$ cat src/rtl/dhs_pkg.sv
package dhs_pkg;
  typedef enum logic [3:0] {
    S_IDLE, S_LAT1, S_LAT2, S_ARB, S_RD, S_WA, S_WD, S_REL
  } dhs_state_e;

  // Mode-word bit positions whose both-zero value selects the served mode
  localparam int unsigned MODE_BURST_BIT = 11;
  localparam int unsigned MODE_MULTI_BIT = 9;

  function automatic logic owns_bus(dhs_state_e s);
    return (s == S_ARB) || (s == S_RD) || (s == S_WA) || (s == S_WD);
  endfunction

  function automatic logic ack_phase(dhs_state_e s);
    return (s == S_WA) || (s == S_WD);
  endfunction

  function automatic logic single_mode(logic burst_bit, logic multi_bit);
    return !burst_bit && !multi_bit;
  endfunction
endpackage

$ cat src/rtl/dhs_req_sync.sv
module dhs_req_sync #(
  parameter int unsigned STAGES = 2
) (
  input  logic clk,
  input  logic rst_n,
  input  logic req_n_async,
  output logic req_seen
);
  logic [STAGES-1:0] sync_q;

  generate
    if (STAGES == 1) begin : g_one
      always_ff @(posedge clk or negedge rst_n) begin
        if (!rst_n) sync_q <= '1;
        else        sync_q <= req_n_async;
      end
    end else begin : g_chain
      always_ff @(posedge clk or negedge rst_n) begin
        if (!rst_n) sync_q <= '1;
        else        sync_q <= {sync_q[STAGES-2:0], req_n_async};
      end
    end
  endgenerate

  assign req_seen = !sync_q[STAGES-1];
endmodule

$ cat src/rtl/dhs_xfer_cnt.sv
module dhs_xfer_cnt #(
  parameter int unsigned CNT_W = 8
) (
  input  logic             clk,
  input  logic             rst_n,
  input  logic             en_i,
  input  logic [CNT_W-1:0] load_val,
  input  logic             unit_done,
  output logic             armed,
  output logic             done
);
  logic             en_q;
  logic [CNT_W-1:0] cnt_q;
  logic             load_evt;

  function automatic logic [CNT_W-1:0] step_down(logic [CNT_W-1:0] v);
    return (v == '0) ? v : v - 1'b1;
  endfunction

  assign load_evt = en_i && !en_q;

  always_ff @(posedge clk or negedge rst_n) begin
    if (!rst_n) begin
      en_q  <= 1'b0;
      cnt_q <= '0;
      done  <= 1'b0;
    end else begin
      en_q <= en_i;
      if (load_evt) begin
        cnt_q <= load_val;
        done  <= (load_val == '0);
      end else if (unit_done && cnt_q != '0) begin
        cnt_q <= step_down(cnt_q);
        if (step_down(cnt_q) == '0) done <= 1'b1;
      end
    end
  end

  assign armed = en_i && !done && (cnt_q != '0);
endmodule

$ cat src/rtl/dhs_fsm.sv
module dhs_fsm
  import dhs_pkg::*;
#(
  parameter int unsigned ADDR_W = 32,
  parameter int unsigned DATA_W = 32
) (
  input  logic              clk,
  input  logic              rst_n,
  input  logic              req_seen,
  input  logic              armed,
  input  logic              mode_ok,
  input  logic [ADDR_W-1:0] src_i,
  input  logic [ADDR_W-1:0] dst_i,
  input  logic              bus_gnt_i,
  input  logic [DATA_W-1:0] bus_rdata_i,
  output dhs_state_e        state_o,
  output logic              accept_o,
  output logic              unit_done_o,
  output logic              bus_req_o,
  output logic [ADDR_W-1:0] bus_addr_o,
  output logic [DATA_W-1:0] bus_wdata_o,
  output logic              bus_we_o
);
  dhs_state_e        state_q, state_d;
  logic [ADDR_W-1:0] src_q, dst_q;
  logic [DATA_W-1:0] data_q;
  logic              decide;

  // The request is judged only in idle and in the release cycle
  assign decide   = (state_q == S_IDLE) || (state_q == S_REL);
  assign accept_o = decide && req_seen && armed && mode_ok;

  always_comb begin
    state_d = state_q;
    case (state_q)
      S_IDLE:  if (accept_o) state_d = S_LAT1;
      S_LAT1:  state_d = S_LAT2;
      S_LAT2:  state_d = S_ARB;
      S_ARB:   if (bus_gnt_i) state_d = S_RD;
      S_RD:    state_d = S_WA;
      S_WA:    state_d = S_WD;
      S_WD:    state_d = S_REL;
      S_REL:   state_d = accept_o ? S_LAT1 : S_IDLE;
      default: state_d = S_IDLE;
    endcase
  end

  always_ff @(posedge clk or negedge rst_n) begin
    if (!rst_n) begin
      state_q <= S_IDLE;
      src_q   <= '0;
      dst_q   <= '0;
      data_q  <= '0;
    end else begin
      state_q <= state_d;
      if (accept_o) begin
        src_q <= src_i;
        dst_q <= dst_i;
      end
      if (state_q == S_RD) data_q <= bus_rdata_i;
    end
  end

  always_comb begin
    bus_addr_o  = '0;
    bus_wdata_o = '0;
    bus_we_o    = 1'b0;
    case (state_q)
      S_RD: bus_addr_o = src_q;
      S_WA: bus_addr_o = dst_q;
      S_WD: begin
        bus_addr_o  = dst_q;
        bus_wdata_o = data_q;
        bus_we_o    = 1'b1;
      end
      default: ;
    endcase
  end

  assign bus_req_o   = owns_bus(state_q);
  assign unit_done_o = (state_q == S_WD);
  assign state_o     = state_q;
endmodule

$ cat src/rtl/dhs_ack_drv.sv
module dhs_ack_drv
  import dhs_pkg::*;
(
  input  logic       clk,
  input  logic       rst_n,
  input  dhs_state_e state_i,
  output logic       ack_n_o
);
  // Falling-edge register: low half a cycle into the destination phases
  always_ff @(negedge clk or negedge rst_n) begin
    if (!rst_n) ack_n_o <= 1'b1;
    else        ack_n_o <= !ack_phase(state_i);
  end
endmodule

$ cat src/rtl/dma_handshake_seq.sv
module dma_handshake_seq
  import dhs_pkg::*;
#(
  parameter int unsigned ADDR_W      = 32,
  parameter int unsigned DATA_W      = 32,
  parameter int unsigned CNT_W       = 8,
  parameter int unsigned MODE_W      = 16,
  parameter int unsigned SYNC_STAGES = 2
) (
  input  logic              clk,
  input  logic              rst_n,
  input  logic              xfer_req_n_i,
  output logic              xfer_ack_n_o,
  input  logic              chan_en_i,
  input  logic [MODE_W-1:0] chan_mode_i,
  input  logic [CNT_W-1:0]  unit_count_i,
  input  logic [ADDR_W-1:0] src_addr_i,
  input  logic [ADDR_W-1:0] dst_addr_i,
  output logic              chan_done_o,
  output logic              bus_req_o,
  input  logic              bus_gnt_i,
  output logic [ADDR_W-1:0] bus_addr_o,
  input  logic [DATA_W-1:0] bus_rdata_i,
  output logic [DATA_W-1:0] bus_wdata_o,
  output logic              bus_we_o
);
  logic       req_seen_w;
  logic       armed_w;
  logic       mode_ok_w;
  logic       accept_evt;
  logic       unit_done_evt;
  dhs_state_e state_w;
  logic       unused_mode_bits;

  assign mode_ok_w = single_mode(chan_mode_i[MODE_BURST_BIT], chan_mode_i[MODE_MULTI_BIT]);
  assign unused_mode_bits = ^chan_mode_i;

  dhs_req_sync #(.STAGES(SYNC_STAGES)) u_sync (
    .clk         (clk),
    .rst_n       (rst_n),
    .req_n_async (xfer_req_n_i),
    .req_seen    (req_seen_w)
  );

  dhs_xfer_cnt #(.CNT_W(CNT_W)) u_cnt (
    .clk       (clk),
    .rst_n     (rst_n),
    .en_i      (chan_en_i),
    .load_val  (unit_count_i),
    .unit_done (unit_done_evt),
    .armed     (armed_w),
    .done      (chan_done_o)
  );

  dhs_fsm #(.ADDR_W(ADDR_W), .DATA_W(DATA_W)) u_fsm (
    .clk         (clk),
    .rst_n       (rst_n),
    .req_seen    (req_seen_w),
    .armed       (armed_w),
    .mode_ok     (mode_ok_w),
    .src_i       (src_addr_i),
    .dst_i       (dst_addr_i),
    .bus_gnt_i   (bus_gnt_i),
    .bus_rdata_i (bus_rdata_i),
    .state_o     (state_w),
    .accept_o    (accept_evt),
    .unit_done_o (unit_done_evt),
    .bus_req_o   (bus_req_o),
    .bus_addr_o  (bus_addr_o),
    .bus_wdata_o (bus_wdata_o),
    .bus_we_o    (bus_we_o)
  );

  dhs_ack_drv u_ack (
    .clk     (clk),
    .rst_n   (rst_n),
    .state_i (state_w),
    .ack_n_o (xfer_ack_n_o)
  );
endmodule

$ cat config.mk
export PLATFORM = sky130hd
export DESIGN_NAME = dma_handshake_seq
export DESIGN_NICKNAME = d
export VERILOG_FILES = /design/src/rtl/dhs_pkg.sv /design/src/rtl/dhs_req_sync.sv /design/src/rtl/dhs_xfer_cnt.sv /design/src/rtl/dhs_fsm.sv /design/src/rtl/dhs_ack_drv.sv /design/src/rtl/dma_handshake_seq.sv
export SDC_FILE = /design/constraint.sdc
export NUM_CORES = 1
export LEC_CHECK = 0
export ABC_AREA = 0
export CAP_MARGIN = 20
export CORE_AREA = 2 2 117 119
export DETAILED_ROUTE_END_ITERATION = 16
export DIE_AREA = 0 0 119 121
export DONT_BUFFER_PORTS = 1
export PLACE_DENSITY = 0.55
export SETUP_SLACK_MARGIN = 0.1
export SLEW_MARGIN = 20
export SYNTH_ARGS = -nofsm -noshare
export SYNTH_HDL_FRONTEND = slang
export SYNTH_SLANG_ARGS = --single-unit
$ cat constraint.sdc
create_clock -name clk -period 5.3 [get_ports clk]
set_clock_uncertainty 0.15 [all_clocks]
set_input_delay 0.265 -clock clk [delete_from_list [all_inputs] [get_ports clk]]
set_output_delay 0.265 -clock clk [all_outputs]
set_load 0.02 [all_outputs]
Word level (Yosys, flattened, before mapping) --
Cells that the tools add are included.
Cells by class: muxes and demuxes 13, $add $sub $neg 1, reduce and logical (&&, ||, !) cells 29, equality and inequality tests 9
Operators by type and width (count):
- 32-bit case mux with 2 select lines | 1
- 32-bit two-way mux | 1
- 4-bit case mux with 8 select lines | 1
- 8-bit logical NOT | 3
- 8-bit two-way mux | 3
- 4-bit by 3-bit equality test with 1-bit output, second input constant | 4
- 4-bit by 2-bit equality test with 1-bit output, second input constant | 2
- 1-bit logical AND | 8
- 4-bit two-way mux | 2
- 8-bit nonzero test | 1
- 8-bit by 1-bit subtractor with 8-bit output, second input constant | 1
- 1-bit logical NOT | 6
- 1-bit logical OR | 5
- 1-bit two-way mux | 5
- 4-bit by 1-bit equality test with 1-bit output, second input constant | 1
- 4-bit logical NOT | 1
- 2-bit AND reduction | 2
- 2-bit nonzero test | 2
- 2-bit by 1-bit != test with 1-bit output, second input constant | 1
- 2-bit != test, second input constant | 1
- 2-bit OR reduction | 1
Storage, ports and cells: logic and storage cells 61, bits of input ports 125, output and inout port bits 68, flip-flop bits (word level) 113

Depth between registers and ports, before layout --
Gate-level depths: netlist of the first run.
word-level depth 7, mapped depth 7, mapped depth without buffers 6

Cells and area by module --
Synthesis of the first run repeated with hierarchy kept, for this count alone.
Unflattened totals: cells, all modules 697, area, all modules 6854.1 um^2
By module, submodules not included:
- dhs_fsm | times used 1, sequential area each 2477.4 um^2, area each 6019.5 um^2, cells an instance 605
- dhs_xfer_cnt | times used 1, sequential area each 250.2 um^2, area each 728.2 um^2, cells an instance 84
- dhs_req_sync | times used 1, sequential area each 52.6 um^2, area each 56.3 um^2, cells an instance 3
- dhs_ack_drv | times used 1, sequential area each 26.3 um^2, area each 46.3 um^2, cells an instance 4
- dma_handshake_seq | times used 1, sequential area each 0.0 um^2, area each 3.8 um^2, cells an instance 1

==> results.tsv, run 1 <==
stage	metric	value	unit
routing	DRC	0	
die	total core area	13100	µm²
synthesis	count leader, synth	dfrtp_1	
synthesis	synth unique cells	42	
sta	Hold Fails Final Rpt	0	
outcome	outcome	finished, final reports clean	
placed_design	Port Buffer Count	0	
power_and_ir_drop	pwr dens	498	nW/µm²
critical_path	Crit path required time	2.83	ns
synthesis	Mapped Cells	394	
critical_path	Arr. time, crit path	1.58	ns
critical_path	CP Launch Type	register	
clocking	clk_lat worst skew	0.35	ns
power_and_ir_drop	Peak VDD IR	0.320	mV
die	Die Ht	121	µm
job	Max Cap Viol	0	
synthesis	top post-synthesis cells by area	dfrtp_1 (53%), mux2_2 (20%), a22o_1 (5.4%)	
routing	vias	3551	
die	die area	14400	µm²
grt	first-pass GRT wire length	19500	µm
synthesis	synth cell count leaders	dfrtp_1 (109), mux2_2 (93), a22o_1 (32), and3_1 (32), clkbuf_1 (20)	
critical_path	Setup crit end kind	register	
cells_and_area	Area Growth Syn to Fin	30.1	%
cells_and_area	n_diodes	0	
die	starting density of the core	39.4	%
clocking	Setup Buffers After CTS	0	
synthesis	Main synth FF type	dfrtp_1	
routing	Antenna Violating Nets Remaining	0	
sta	Slew Viols, Final	0	
grt	antenna violations before repair	0	
sta	setup tns final	0	ns
min_path	Hold WC Path Type	in -> reg	
placed_design	DPL Wire Length	7620	µm
routing	Iter 0 DRT Violations	193	
clocking	Worst-path clk slew	0.07	ns
synthesis	asr flop ratio synth	100	%
routing	post-detailed-route wirelength per cell	18.0	µm
placed_design	Placed Area	5260	µm²
sta	pin slew with the least headroom to its limit	0.854	ns
clocking	TritonCTS Buffers	9	
synthesis	Synth Warn #	0	
clocking	clk buf depth	2	
routing	routed vias/inst	5.28	
sta	RSZ-0062 raised after global routing	false	
synthesis	Synthesized Nets	525	
cells_and_area	Final Instance Area	6700	µm²
clocking	CTS Root Cell	clkbuf_16	
synthesis	cell area after synthesis	5150	µm²
cells_and_area	post-layout util	51.2	%
cells_and_area	post-layout net count	623	
clocking	CTS tree	built	
routing	Initial DRT Pass Iterations	6	
synthesis	top cell type's share of synthesized area	52.9	%
grt	Global Route Usage Sum	17.3	%
critical_path	type of the worst setup path	reg -> reg	
sta	Slew headroom	43.1	%
synthesis	syn_area_per_cell	13.1	µm²
grt	largest net degree at the start of global routing	112	
synthesis	sequential area share after synthesis	54.5	%
die	die width	119	µm
die	IO Pins	193	
synthesis	#FFs+latches synth	112	
sta	final setup fails	0	
critical_path	worst-path maximum fanout	37	
die	num rows	42	
synthesis	Post-synth EDFFs	0	
power_and_ir_drop	Pwr Total	3.34	mW
routing	final WL	12100	µm
placed_design	routability cong.	0.714	
cells_and_area	ratio of cells with drive above 1 in the final layout	26.2	%
grt	number of global-route vias before repair	3829	
synthesis	cell accounting for the most synthesized area	dfrtp_1	
power_and_ir_drop	leakage power	2.97	nW
clocking	H-tree Lvls	3	
grt	grt ovf	0	
clocking	Clock Sinks	112	
[kinds of logic (layout without fill, tap and decap cells)]
kind of cell	count (synthesis)	count (layout)	share of synthesized area, %
compound gates	59	59	9.23
xor+xnor	5	5	0.850
fa+ha+maj	6	6	1.46
buf+inv	37	140	3.88
flops	112	112	54.5
mux	98	98	21.7
simple gates	77	77	8.45
[sequential cells by signal (all words and copies together) (netlist names)]
| name | count |
|---|---|
| u_ack.ack_n_o | 1 |
| u_fsm.dst_q | 32 |
| u_cnt.cnt_q | 8 |
| u_fsm.data_q | 32 |
| u_fsm.src_q | 32 |
| u_fsm.state_o | 3 |
| u_sync.sync_q | 2 |
| u_cnt.done | 1 |
| u_cnt.en_q | 1 |
[worst max-delay path: stages, from the launching register on]
cell,delay (ns)
dfrtp_1,0.42
inv_1,0.10
ha_1,0.14
buf_4,0.32
nor2_1,0.09
nor2_2,0.11
inv_1,0.05
[power by group]
part           internal, mW  switching [mW]
combinational         0.534           0.593
clock                 0.467           0.312
sequential             1.22           0.209
[repair_timing]
item	CTS	global route
endpoints found under the hold margin	217	0
resized for setup	0	0
hold buffers	108	0
[through the flow]
| stage | hold slack [ns] | std cells | setup slack (ns) |
|---|---|---|---|
| after CTS | 0.0964 | 673 | 1.23 |
| after global placement | -0.178 | 549 | 1.26 |
| after detailed placement | -0.178 | 549 | 1.23 |
| final | 0.118 | 673 | 1.25 |
| after global routing | 0.126 | 673 | 1.14 |
| after floorplan | -0.181 | 394 | 0.933 |
[cell type report]
class / instances / area, µm²
Sequential cell: 112 / 2810
Inverter: 9 / 33.8
Clock buffer: 10 / 229
Multi-Input combinational cell: 245 / 2150
Clock inverter: 7 / 119
Fill cell: 1101 / 6380
Tap cell: 176 / 220
Timing Repair Buffer: 114 / 1140
[path summary, 6_finish.rpt]
check	cells after the start	from	slack (ns)	endpoint
setup / recovery	6	u_fsm.state_o[0]$_DFFE_PN0P_	1.25	u_ack.ack_n_o$_DFF_NN1_
hold / removal	2	chan_en_i	0.12	u_cnt.cnt_q[6]$_DFFE_PN0P_
setup reg to reg	6	u_fsm.state_o[0]$_DFFE_PN0P_	1.25	u_ack.ack_n_o$_DFF_NN1_
hold reg to reg	0	u_sync.sync_q[0]$_DFF_PN1_	0.21	u_sync.sync_q[1]$_DFF_PN1_
max in group asynchronous	0	rst_n	2.77	u_ack.ack_n_o$_DFF_NN1_
min in group asynchronous	2	rst_n	0.30	u_cnt.cnt_q[7]$_DFFE_PN0P_
[metal layers]
metal	wire (µm)	vias to the layer above	global-route usage (%)
met1	4780	1771	19.1
met4	233	0	6.10
met5	0	-	0
li1	-	1632	-
met3	822	21	6.58
met2	6260	127	30.6
[cells in the final DEF, fill, tap and decap left out, types with 2 or more instances in the layout]
cell type        n
dfrtp_1        109
mux2_4           4
dfstp_2          3
a21oi_1          6
clkbuf_16        9
inv_1           10
inv_6            2
nor4b_1          2
bufinv_16        3
a2111oi_0        2
xnor2_1          5
and3_1          32
or2_2            2
o21ai_0          6
nor2_1           8
nand3_1          3
buf_4            6
a22o_1          32
nor2b_1          3
nor4_1           3
mux2_2          93
ha_1             6
nand2_1         10
or3_1            2
a31oi_1          2
dlygate4sd3_1  107
nor3_1           5
Note: power is estimated with default switching activity, not from simulation.
==> run 2: changes to the inputs <==
Settings changed: PLACE_DENSITY 0.55 to 0.57.
Clock period 5.3 ns to 3.5 ns, I/O delays scaled along.
==> run 2 against run 1 <==
Cell count fell by 0.30%; non-clock buffer count unchanged; first-iteration DRC count increased by 1.6%; clock power grew 23%; cell area shrank 0.77%; via count decreased by 0.59%; count of clock-buffer cells in the layout down 1; global-route usage is 0.078 points higher; die area unchanged; sequential power increased by 52%; power increased by 46%; sequential cell count is the same.
==> results.tsv, run 2 (same netlist as run 1, synthesis figures left out) <==
stage	metric	value	unit
cells_and_area	most frequent cells in the layout	dfrtp_1 (109), dlygate4sd3_1 (107), mux2_2 (93)	
grt	number of global-route vias before repair	3811	
die	Die Ht	121	µm
cells_and_area	post-layout net count	623	
critical_path	worst-path maximum fanout	1	
sta	Slew Viols, Final	0	
routing	Initial DRT Pass Iterations	4	
clocking	Clock Sinks	112	
clocking	TritonCTS Buffers	9	
power_and_ir_drop	Clk pwr share	19.8	%
clocking	clk_lat worst skew	0.35	ns
routing	DRC	0	
cells_and_area	ratio of cells with drive above 1 in the final layout	26.1	%
power_and_ir_drop	Peak VDD IR	0.404	mV
clocking	clk buf depth	2	
sta	Worst Hold Margin	0.0445	ns
sta	Slew headroom	46.3	%
clocking	H-tree Lvls	3	
placed_design	Port Buffer Count	0	
grt	grt ovf	0	
min_path	Hold WC Path Type	in -> reg	
clocking	Setup Buffers After CTS	0	
power_and_ir_drop	P_sw	1.72	mW
sta	Hold Fails Final Rpt	0	
die	die area	14400	µm²
die	starting density of the core	39.4	%
cells_and_area	commonest non-fill, non-tap cell in the layout	dfrtp_1	
grt	antenna violations before repair	0	
grt	largest net degree at the start of global routing	112	
sta	final setup fails	0	
power_and_ir_drop	Switching Share	35.3	%
critical_path	type of the worst setup path	reg -> out	
cells_and_area	biggest regs	u_fsm.data_q: 32 flops, u_fsm.dst_q: 32 flops, u_fsm.src_q: 32 flops	
critical_path	CP Launch Type	register	
placed_design	routability cong.	0.760	
cells_and_area	final-layout fill cell count	1117	
sta	RSZ-0062 raised after global routing	false	
sta	pin slew with the least headroom to its limit	0.804	ns
routing	Antenna Violating Nets Remaining	0	
die	total core area	13100	µm²
outcome	outcome	finished, final reports clean	
critical_path	Crit path required time	3.17	ns
grt	Global Route Usage Sum	17.4	%
critical_path	Setup crit end kind	output port	
grt	first-pass GRT wire length	19700	µm
routing	routed vias/inst	5.26	
power_and_ir_drop	Sequential Power Share	44.5	%
clocking	Worst-path clk slew	0.07	ns
power_and_ir_drop	leakage power	2.94	nW
routing	post-detailed-route wirelength per cell	18.4	µm
die	num rows	42	
clocking	CTS Root Cell	clkbuf_16	
die	IO Pins	193	
power_and_ir_drop	Int Power	3.15	mW
clocking	CTS tree	built	
routing	vias	3530	
critical_path	Arr. time, crit path	2.73	ns
routing	Iter 0 DRT Violations	196	
cells_and_area	Area Growth Syn to Fin	29.1	%
clocking	CTS resizes	0	
placed_design	DPL Wire Length	7550	µm
job	Max Cap Viol	0	
die	die width	119	µm
power_and_ir_drop	logic gate share of total power	35.7	%
power_and_ir_drop	pwr dens	732	nW/µm²
routing	final WL	12400	µm
cells_and_area	n_diodes	0	
sta	setup tns final	0	ns
run 2: changes by cell type in the layout (fill, tap and decap cells not counted):
cell       delta
bufinv_16     -3
clkinv_4      +2
clkbuf_1      -1
buf_4         -2
buf_12        +2
run 2: repair_timing:
action	4_1_cts	5_1_grt
hold buffers	108	0
setup endpoints to repair	0	0
endpoints found under the hold margin	217	0
run 2: worst paths after layout:
path / startpoint / endpoint / slack [ns] / depth (start not counted)
setup / recovery: u_ack.ack_n_o$_DFF_NN1_ / xfer_ack_n_o / 0.44 / 0
hold / removal: chan_en_i / u_fsm.state_o[2]$_DFFE_PN0P_ / 0.04 / 2
setup reg to reg: u_fsm.state_o[0]$_DFFE_PN0P_ / u_ack.ack_n_o$_DFF_NN1_ / 0.68 / 5
hold reg to reg: u_sync.sync_q[0]$_DFF_PN1_ / u_sync.sync_q[1]$_DFF_PN1_ / 0.21 / 0
max in group asynchronous: rst_n / u_ack.ack_n_o$_DFF_NN1_ / 1.96 / 0
min in group asynchronous: rst_n / u_fsm.dst_q[28]$_DFFE_PN0P_ / 0.30 / 2
run 2: per-stage QoR:
stage | std cells | cell area (µm²) | util, % | power [mW] | setup WS (ns)
final | 671 | 6650 | 50.8 | 4.87 | 0.445
after global routing | 671 | 6650 | 50.8 | 5.18 | 0.418
after CTS | 671 | 6650 | 50.8 | 4.90 | 0.426
after detailed placement | 549 | 5290 | 40.4 | 3.80 | 0.649
after global placement | 549 | 5290 | 40.4 | 3.71 | 0.666
after floorplan | 394 | 5150 | - | 3.45 | 0.114
run 2: cell type report:
| type | instances | area (µm²) | area share [%] |
|---|---|---|---|
| inverter | 9 | 33.8 | 0.508 |
| tap | 176 | 220 | 3.31 |
| timing repair buffer | 114 | 1170 | 17.6 |
| clock buffer | 9 | 225 | 3.39 |
| sequential | 112 | 2810 | 42.2 |
| clock inverter | 6 | 46.3 | 0.696 |
| multi-input combinational | 245 | 2150 | 32.3 |
run 2: metal layers:
metal  GRT usage (%)  vias up  wire length (µm)
met5               0        -                 0
met2            29.7      134              6090
li1                -     1635                 -
met4            4.54        0               176
met1            20.8     1744              5290
met3            6.34       17               823
run 2: power by group through the flow:
stage	logic (mW)	clock network, mW	registers, mW
floorplan	1.36	0.00358	2.08
CTS	1.74	1.00	2.16
global placement	1.56	0.00358	2.15
global route	1.89	1.05	2.24
detailed placement	1.61	0.00358	2.18
finish	1.74	0.962	2.17
==> run 3: changes to the inputs <==
Settings changed: CORE_AREA 2 2 117 119 to 2 2 135 137, DIE_AREA 0 0 119 121 to 0 0 137 139, PLACE_DENSITY 0.57 to 0.45.
==> run 3 against run 2 <==
Combinational power is essentially flat; first-iteration DRC count decreased by 47%; via count up 0.51%; largest power group unchanged; critical path type unchanged; setup slack worse by 0.013 ns; cell count increased by 8.3%; sequential power hardly changed.
==> results.tsv, run 3 (same netlist as run 1, synthesis figures left out) <==
stage	metric	value	unit
outcome	outcome	finished, final reports clean	
placed_design	DPL Wire Length	7830	µm
placed_design	routability cong.	0.733	
cells_and_area	biggest regs	u_fsm.data_q: 32 flops, u_fsm.dst_q: 32 flops, u_fsm.src_q: 32 flops	
grt	first-pass GRT wire length	19500	µm
critical_path	Setup crit end kind	output port	
clocking	clk buf depth	2	
critical_path	FF-to-FF path depth	5	
clocking	clk_lat worst skew	0.35	ns
grt	number of global-route vias before repair	3865	
routing	DRC	0	
clocking	Clock Sinks	112	
critical_path	type of the worst setup path	reg -> out	
placed_design	pre-CTS WS	0.643	ns
job	Max Cap Viol	0	
die	Die Ht	139	µm
power_and_ir_drop	Pwr Total	4.97	mW
critical_path	instance count on the critical path	0	
clocking	H-tree Lvls	3	
clocking	Worst-path clk slew	0.07	ns
min_path	hold path cells	2	
sta	RSZ-0062 raised after global routing	false	
power_and_ir_drop	pwr dens	734	nW/µm²
placed_design	Port Buffer Count	0	
grt	grt ovf	0	
critical_path	reg2reg start	u_fsm.state_o[0]$_DFFE_PN0P_	
cells_and_area	n_diodes	0	
grt	antenna violations before repair	0	
sta	final setup fails	0	
sta	pin slew with the least headroom to its limit	0.743	ns
routing	final WL	12200	µm
routing	Initial DRT Pass Iterations	4	
min_path	HP Start	chan_en_i	
routing	vias	3548	
routing	Antenna Violating Nets Remaining	0	
clocking	TritonCTS Buffers	9	
clocking	CTS tree	built	
min_path	Hold WC Path Type	in -> reg	
sta	Setup WS post-layout	0.432	ns
critical_path	Crit. Startpoint	u_ack.ack_n_o$_DFF_NN1_	
die	starting density of the core	29.2	%
critical_path	Arr. time, crit path	2.74	ns
grt	largest net degree at the start of global routing	112	
die	num rows	49	
routing	post-detailed-route wirelength per cell	16.8	µm
sta	setup tns final	0	ns
cells_and_area	commonest non-fill, non-tap cell in the layout	dfrtp_1	
die	IO Pins	193	
clocking	Setup Buffers After CTS	0	
grt	Global Route Usage Sum	13.0	%
sta	Slew headroom	50.4	%
clocking	CTS Root Cell	clkbuf_16	
critical_path	CP Launch Type	register	
die	die area	19000	µm²
critical_path	worst-path maximum fanout	1	
routing	routed vias/inst	4.88	
power_and_ir_drop	leakage power	2.97	nW
cells_and_area	ratio of cells with drive above 1 in the final layout	26.5	%
power_and_ir_drop	Peak VDD IR	0.357	mV
sta	Slew Viols, Final	0	
cells_and_area	post-layout util	38.4	%
routing	Iter 0 DRT Violations	103	
cells_and_area	Area Growth Syn to Fin	31.4	%
cells_and_area	post-layout net count	624	
die	total core area	17700	µm²
die	die width	137	µm
critical_path	Crit path required time	3.17	ns
cells_and_area	final-layout fill cell count	1694	
cells_and_area	most frequent cells in the layout	dfrtp_1 (109), dlygate4sd3_1 (107), mux2_2 (93)	
sta	Hold Fails Final Rpt	0	
==> run 3: worst paths after layout <==
kind / slack [ns] / to
worst min register to register: 0.21 / u_sync.sync_q[1]$_DFF_PN1_
worst max register to register: 0.68 / u_ack.ack_n_o$_DFF_NN1_
max in group asynchronous: 1.96 / u_ack.ack_n_o$_DFF_NN1_
worst max-delay path: 0.43 / xfer_ack_n_o
min in group asynchronous: 0.25 / u_cnt.cnt_q[4]$_DFFE_PN0P_
worst min-delay path: 0.04 / u_cnt.cnt_q[6]$_DFFE_PN0P_
==> run 3: metrics by stage <==
| step | instances | area, µm² | hold slack (ns) |
|---|---|---|---|
| final | 727 | 6770 | 0.0407 |
| after global routing | 727 | 6770 | 0.0344 |
| after CTS | 727 | 6770 | 0.00668 |
| after detailed placement | 603 | 5360 | -0.267 |
| after global placement | 603 | 5360 | -0.268 |
| after floorplan | 394 | 5150 | -0.271 |
==> run 3: final cells by class <==
type                       count  area (µm²)  area share, %
sequential                   112        2810           41.4
multi-input combinational    245        2150           31.8
timing repair buffer         115        1180           17.4
tap                          229         287           4.23
clock buffer                  10         239           3.53
clock inverter                 7        78.8           1.16
inverter                       9        33.8          0.499
==> run 3: power breakdown <==
part	leakage (nW)	total [mW]	internal, mW	switching (mW)
logic	1.42	1.73	0.823	0.907
clock network	0.158	1.08	0.588	0.496
registers	1.39	2.16	1.85	0.306
==> run 3: timing repair <==
action                    CTS  global route
hold buffers              108             0
resized for setup           0             0
hold endpoints to repair  217             0
==> run 3: per-layer routing <==
layer | up-vias | track usage [%] | wire [µm]
li1 | 1631 | - | -
met1 | 1774 | 15.1 | 5000
met2 | 132 | 21.9 | 6010
met3 | 11 | 4.97 | 1040
met4 | 0 | 4.07 | 165
met5 | - | 0 | 0
